[config.mk]
export PLATFORM = sky130hd
export DESIGN_NAME = ppd_decoder
export DESIGN_NICKNAME = d
export VERILOG_FILES = /design/src/rtl/ppd_pkg.sv /design/src/rtl/ppd_baseline.sv /design/src/rtl/ppd_pulse_detect.sv /design/src/rtl/ppd_pair_fsm.sv /design/src/rtl/ppd_decoder.sv
export SDC_FILE = /design/constraint.sdc
export NUM_CORES = 1
export LEC_CHECK = 0
export BUFFER_PORTS_ARGS = -buffer_cell sky130_fd_sc_hd__buf_2
export CAP_MARGIN = 40
export CORE_MARGIN = 8
export CORE_UTILIZATION = 55
export CTS_BUF_LIST = sky130_fd_sc_hd__clkbuf_4 sky130_fd_sc_hd__clkbuf_8
export CTS_CLUSTER_DIAMETER = 100
export DETAILED_ROUTE_END_ITERATION = 10
export GPL_TIMING_DRIVEN = 0
export HOLD_SLACK_MARGIN = 0.1
export PLACE_DENSITY = 0.77
export RECOVER_POWER = 100
export SLEW_MARGIN = 20
export SYNTH_ARGS = -nofsm -noshare
export SYNTH_HDL_FRONTEND = slang
export SYNTH_SLANG_ARGS = --single-unit
[constraint.sdc]
create_clock -name clk -period 5.2 [get_ports clk]
set_input_delay 1.04 -clock clk [delete_from_list [all_inputs] [get_ports clk]]
set_output_delay 1.04 -clock clk [all_outputs]
set_load 0.005 [all_outputs]
[src/rtl/ppd_pkg.sv]
package ppd_pkg;
   typedef enum logic {
      PH_IDLE = 1'b0,
      PH_WAIT = 1'b1
   } ppd_phase_e;
endpackage

[src/rtl/ppd_baseline.sv]
module ppd_baseline #(
   parameter int SAMPLE_W = 12,
   parameter int SHIFT    = 4,
   parameter bit TRACK_EN = 1'b1
) (
   input  logic                       clk,
   input  logic                       rst_n,
   input  logic                       smp_valid,
   input  logic signed [SAMPLE_W-1:0] smp_data,
   input  logic                       freeze,
   output logic signed [SAMPLE_W:0]   diff
);
   localparam int DW = SAMPLE_W + 1;

   generate
      if (TRACK_EN) begin : g_track
         logic signed [SAMPLE_W-1:0] base_q;
         logic signed [DW-1:0]       delta;
         logic signed [DW-1:0]       nudge;
         logic signed [DW-1:0]       base_sum;

         always_comb begin
            delta    = {smp_data[SAMPLE_W-1], smp_data} - {base_q[SAMPLE_W-1], base_q};
            nudge    = delta >>> SHIFT;
            base_sum = {base_q[SAMPLE_W-1], base_q} + nudge;
         end

         always_ff @(posedge clk) begin
            if (!rst_n) begin
               base_q <= '0;
            end else if (smp_valid && !freeze) begin
               base_q <= base_sum[SAMPLE_W-1:0];
            end
         end

         assign diff = delta;

         AST_BASE_FROZEN: assert property (@(posedge clk) disable iff (!rst_n)
            (freeze || !smp_valid) |=> $stable(base_q)) else $error("baseline moved while frozen");

         AST_BASE_BETWEEN: assert property (@(posedge clk) disable iff (!rst_n)
            (smp_valid && !freeze) |=>
               ((base_q >= $past(base_q) && base_q <= $past(smp_data)) ||
                (base_q <= $past(base_q) && base_q >= $past(smp_data))))
            else $error("baseline step left the sample interval");
      end else begin : g_bypass
         logic unused_in;
         assign unused_in = clk ^ rst_n ^ smp_valid ^ freeze;
         assign diff      = {smp_data[SAMPLE_W-1], smp_data};
      end
   endgenerate
endmodule

[src/rtl/ppd_pulse_detect.sv]
module ppd_pulse_detect #(
   parameter int SAMPLE_W = 12,
   parameter int HOLDOFF  = 3
) (
   input  logic                       clk,
   input  logic                       rst_n,
   input  logic                       smp_valid,
   input  logic signed [SAMPLE_W:0]   diff,
   input  logic signed [SAMPLE_W-1:0] thr,
   output logic                       evt,
   output logic                       freeze
);
   localparam int HW = (HOLDOFF > 0) ? $clog2(HOLDOFF + 1) : 1;

   logic signed [SAMPLE_W:0] thr_ext;
   logic                     above;
   logic                     prev_q;
   logic                     rising;
   logic                     busy;

   assign thr_ext = {thr[SAMPLE_W-1], thr};
   assign above   = smp_valid && (diff > thr_ext);
   assign rising  = above && !prev_q;

   always_ff @(posedge clk) begin
      if (!rst_n) begin
         prev_q <= 1'b0;
      end else if (smp_valid) begin
         prev_q <= above;
      end
   end

   generate
      if (HOLDOFF > 0) begin : g_hold
         logic [HW-1:0] hold_q;

         assign busy = (hold_q != '0);
         assign evt  = rising && !busy;

         always_ff @(posedge clk) begin
            if (!rst_n) begin
               hold_q <= '0;
            end else if (evt) begin
               hold_q <= HW'(HOLDOFF);
            end else if (busy) begin
               hold_q <= hold_q - 1'b1;
            end
         end

         AST_HOLDOFF_GAP: assert property (@(posedge clk) disable iff (!rst_n)
            evt |=> !evt) else $error("event inside hold-off");
      end else begin : g_nohold
         assign busy = 1'b0;
         assign evt  = rising;
      end
   endgenerate

   assign freeze = evt || busy;

   AST_EVT_NEEDS_VALID: assert property (@(posedge clk) disable iff (!rst_n)
      evt |-> smp_valid) else $error("event on masked sample");
endmodule

[src/rtl/ppd_pair_fsm.sv]
module ppd_pair_fsm
   import ppd_pkg::*;
#(
   parameter int GUARD_CYC = 150,
   parameter int WIN_CYC   = 450
) (
   input  logic                               clk,
   input  logic                               rst_n,
   input  logic                               evt,
   output logic                               dec_valid,
   output logic [$clog2(WIN_CYC+1)-1:0]       dec_spacing,
   output logic                               flag_miss,
   output logic                               flag_early
);
   localparam int SW = $clog2(WIN_CYC + 1);
   localparam logic [SW-1:0] GUARD_V = SW'(GUARD_CYC);
   localparam logic [SW-1:0] WIN_V   = SW'(WIN_CYC);

   ppd_phase_e    phase_q;
   logic [SW-1:0] cnt_q;
   logic [SW-1:0] spacing;

   assign spacing = cnt_q + 1'b1;

   always_ff @(posedge clk) begin
      if (!rst_n) begin
         phase_q     <= PH_IDLE;
         cnt_q       <= '0;
         dec_valid   <= 1'b0;
         dec_spacing <= '0;
         flag_miss   <= 1'b0;
         flag_early  <= 1'b0;
      end else begin
         dec_valid  <= 1'b0;
         flag_miss  <= 1'b0;
         flag_early <= 1'b0;
         unique case (phase_q)
            PH_IDLE: begin
               if (evt) begin
                  phase_q <= PH_WAIT;
                  cnt_q   <= '0;
               end
            end
            PH_WAIT: begin
               if (evt && (spacing < GUARD_V)) begin
                  flag_early <= 1'b1;
                  cnt_q      <= spacing;
               end else if (evt) begin
                  dec_valid   <= 1'b1;
                  dec_spacing <= spacing;
                  phase_q     <= PH_IDLE;
               end else if (spacing == WIN_V) begin
                  flag_miss <= 1'b1;
                  phase_q   <= PH_IDLE;
               end else begin
                  cnt_q <= spacing;
               end
            end
            default: phase_q <= PH_IDLE;
         endcase
      end
   end

   AST_VALUE_IN_WINDOW: assert property (@(posedge clk) disable iff (!rst_n)
      dec_valid |-> (dec_spacing >= GUARD_V && dec_spacing <= WIN_V)) else $error("spacing outside window");
   AST_ONE_OUTCOME: assert property (@(posedge clk) disable iff (!rst_n)
      $onehot0({dec_valid, flag_miss, flag_early})) else $error("two outcomes at once");
   AST_WAIT_BOUND: assert property (@(posedge clk) disable iff (!rst_n)
      (phase_q == PH_WAIT) |-> (cnt_q < WIN_V)) else $error("wait ran past window");
   AST_EARLY_KEEPS_WAIT: assert property (@(posedge clk) disable iff (!rst_n)
      flag_early |-> (phase_q == PH_WAIT)) else $error("early pulse ended the frame");
   AST_DONE_IDLE: assert property (@(posedge clk) disable iff (!rst_n)
      (dec_valid || flag_miss) |-> (phase_q == PH_IDLE)) else $error("frame did not close");
endmodule

[src/rtl/ppd_decoder.sv]
module ppd_decoder #(
   parameter int SAMPLE_W   = 12,
   parameter int BASE_SHIFT = 4,
   parameter bit TRACK_BASE = 1'b1,
   parameter int HOLDOFF    = 3,
   parameter int GUARD_CYC  = 150,
   parameter int WIN_CYC    = 450,
   localparam int SPACING_W = $clog2(WIN_CYC + 1)
) (
   input  logic                       clk,
   input  logic                       rst_n,
   input  logic                       smp_valid,
   input  logic signed [SAMPLE_W-1:0] smp_data,
   input  logic signed [SAMPLE_W-1:0] thr_level,
   output logic                       dec_valid,
   output logic [SPACING_W-1:0]       dec_spacing,
   output logic                       flag_miss,
   output logic                       flag_early
);
   initial begin
      assert (SAMPLE_W >= 4) else $error("SAMPLE_W too small");
      assert (BASE_SHIFT >= 1 && BASE_SHIFT < SAMPLE_W) else $error("BASE_SHIFT out of range");
      assert (HOLDOFF >= 0) else $error("HOLDOFF negative");
      assert (GUARD_CYC >= 1) else $error("GUARD_CYC must be positive");
      assert (WIN_CYC > GUARD_CYC) else $error("window must end after guard");
   end

   logic signed [SAMPLE_W:0] clean;
   logic                     evt;
   logic                     freeze;

   ppd_baseline #(
      .SAMPLE_W (SAMPLE_W),
      .SHIFT    (BASE_SHIFT),
      .TRACK_EN (TRACK_BASE)
   ) u_base (
      .clk       (clk),
      .rst_n     (rst_n),
      .smp_valid (smp_valid),
      .smp_data  (smp_data),
      .freeze    (freeze),
      .diff      (clean)
   );

   ppd_pulse_detect #(
      .SAMPLE_W (SAMPLE_W),
      .HOLDOFF  (HOLDOFF)
   ) u_detect (
      .clk       (clk),
      .rst_n     (rst_n),
      .smp_valid (smp_valid),
      .diff      (clean),
      .thr       (thr_level),
      .evt       (evt),
      .freeze    (freeze)
   );

   ppd_pair_fsm #(
      .GUARD_CYC (GUARD_CYC),
      .WIN_CYC   (WIN_CYC)
   ) u_pair (
      .clk         (clk),
      .rst_n       (rst_n),
      .evt         (evt),
      .dec_valid   (dec_valid),
      .dec_spacing (dec_spacing),
      .flag_miss   (flag_miss),
      .flag_early  (flag_early)
   );

   AST_RESET_QUIET: assert property (@(posedge clk)
      !rst_n |=> (!dec_valid && !flag_miss && !flag_early)) else $error("outputs active after reset");
endmodule

==> flow_summary.ini <==
[run_status]
outcome = completed

[finish]
final_util_pct = 64.3
nets = 461
antennaDiodeCount = 0
stdcell_area_um2 = 3280
final_cell_mix = nor2_1, ha_1, dfxtp_1
drive_above_1_share_pct = 12.4
final_common_cell = nor2_1
area_growth_pct = 12.9

[grt]
grt_pass1_vias = 2484
antenna_found_initial = 0
track_usage_pct = 17.5
grt_max_degree = 13
overflow = 0
grt_pass1_wl_um = 11000

[worst_setup_path]
cp-start-kind = input port
crit_fanout = 10
endpoint_kind = flip-flop
arrival_ns = 4.93
cp.required_ns = 5.39
crit_type = input port to flip-flop

[timing]
fin_crit_sh_pct = 91.2
max_freq_ghz = 0.211
rsz0062_at_grt = false
worst_pin_slew_ns = 0.614
hold_violations = 0
setup_violations = 0
period_needed_ns = 4.74
slew_headroom_pct = 58.0
fin_skew_ns = 0.0105
fin_setup_tns_ns = 0
slew_violations = 0

[pwr]
p_per_area_nw_per_um2 = 512
irDropWorstVdd_mv = 0.249
p_leak_uw = 0.00145

[die]
core_um2 = 5110
die_w_um = 88.7
io_pins = 39
core.rowCount = 26
die-area_um2 = 7870
die_h_um = 88.7
start_util_pct = 57.0

[synth]
synth_warnings = 0
ys.flop_type = dfxtp_1
synth_nets = 416
avgSynthCellArea_um2 = 8.36
synth-edff-count = 0
synth-seq-cells = 37
synth_cell_type_count = 59
synthArstFlopShare_pct = 0
seq_area_frac_synth_pct = 25.5
netlist_area_um2 = 2910
postSynthCellCount = 348

[placed_design]
place_area_um2 = 3190
dp_hpwl_um = 5090
gp_congestion = 0.868
io_buffer_count = 38

[min_path]
hold_class = flip-flop to flip-flop

[clock_tree]
cts_buffer_depth = 2
ctsHoldBuffers = 0
cts_tree = done
post_cts_buffers = 0
clock_latency_ns = 0.30
ctsResizeCount = 0
root_buffer = clkbuf_8
cts.sinks = 37
cts_max_level = 2
clkTransAtPathRegs_ns = 0.08
numCtsBuffers = 5

[drt]
wire_per_inst_um = 13.9
ant_nets = 0
drtPass1Iterations = 4
num_vias = 2499
vias_per_cell = 5.39
drt_iter0_drc = 90
drt_wl_total_um = 6440
drc_errors = 0

[flow_run]
maxCapViolations = 0
worst max-delay path, cell delays in order:
cell and delay (ns):
clkbuf_1 0.09, ha_1 0.28, nor2b_1 0.13, o21ai_1 0.12, nand2b_1 0.10, a21o_1 0.21
a31o_2 0.26, and4_1 0.22, o31a_1 0.31, xor2_1 0.17, ha_1 0.31, nand4_1 0.12
nor2_1 0.19, o31ai_1 0.12, o211ai_1 0.25, nand3b_1 0.19, and3_1 0.21, buf_2 0.16
buf_4 0.21, mux2i_1 0.18, nor2_1 0.05
kinds of logic (layout without fill, tap and decap cells):
family                   count (synthesis)  count (layout)  share of synthesized area, %
AND/OR/NAND/NOR                        115             115                          20.3
AO/OA/AOI/OAI                           77              77                          19.1
buffers and inverters                   42              88                          5.63
adder cells (fa/ha/maj)                 41              41                          18.2
flip-flops                              37              37                          25.5
XOR/XNOR                                24              24                          7.23
multiplexers                            12              12                          4.17
Yosys cell counts, types with 3 or more instances:
master | instances | area [um^2]
nand2_1 | 20 | 75.1
and2_1 | 6 | 37.5
nand3_1 | 7 | 35.0
clkbuf_1 | 3 | 11.3
or3_1 | 3 | 18.8
o2bb2ai_1 | 3 | 26.3
a21o_1 | 7 | 52.6
xor2_1 | 5 | 43.8
nor2b_1 | 4 | 25.0
ha_1 | 39 | 488
dfxtp_1 | 37 | 741
a21oi_1 | 25 | 125
nor3_1 | 5 | 25.0
o31a_1 | 4 | 35.0
a211oi_1 | 3 | 22.5
xnor2_1 | 19 | 166
nand2b_1 | 4 | 25.0
inv_1 | 34 | 128
mux2i_1 | 11 | 110
nor2_1 | 47 | 176
o21ai_0 | 8 | 40.0
o21ai_1 | 3 | 15.0
o21a_1 | 4 | 30.0
layer usage:
metal	track usage, %	share of wire [%]	vias up
li1	-	-	1302
met1	21.3	49	1141
met2	28.9	46	45
met3	4.46	4.2	11
met4	6.30	1.7	0
met5	0	0	-
state kept, by name, summed over array words and instances (netlist names):
register and count:
u_base.g_track.base_q 12, u_pair.cnt_q 9, u_pair.dec_spacing 9, u_detect.g_hold.hold_q 2
u_detect.prev_q 1, u_pair.dec_valid 1, u_pair.flag_early 1, u_pair.flag_miss 1
u_pair.phase_q 1
path summary, 6_finish.rpt:
check	from	end	slack [ns]	cells after the start
setup / recovery	smp_data[1]	u_base.g_track.base_q[9]	0.46	21
hold / removal	u_base.g_track.base_q[11]	u_base.g_track.base_q[11]	0.47	2
setup reg to reg	u_base.g_track.base_q[1]	u_base.g_track.base_q[9]	0.75	21
hold reg to reg	u_base.g_track.base_q[11]	u_base.g_track.base_q[11]	0.47	2
power breakdown:
group          switching (uW)  total, uW  internal (uW)
Sequential               47.9        379            331
Combinational             548       1000            453
Clock                     110        301            191
Total                     706       1680            975
area by class of cell:
type / instances / area [um^2]
timing repair buffer: 38 / 174
clock buffer: 5 / 68.8
multi-input combinational: 269 / 1990
clock inverter: 3 / 65.1
sequential: 37 / 741
inverter: 36 / 135
tap: 70 / 87.6
buffer: 6 / 27.5
fill: 459 / 1820
per-stage QoR:
step | std cells | total power [uW] | setup WS (ns) | hold slack [ns]
detailed placement | 456 | 1380 | 0.223 | 0.457
floorplan | 348 | 1180 | 0.803 | 0.438
CTS | 464 | 1690 | 0.521 | 0.472
global route | 464 | 1830 | 0.209 | 0.485
finish | 464 | 1680 | 0.457 | 0.467
global placement | 456 | 1340 | 0.273 | 0.443
Note: power is estimated with default switching activity, not from simulation.
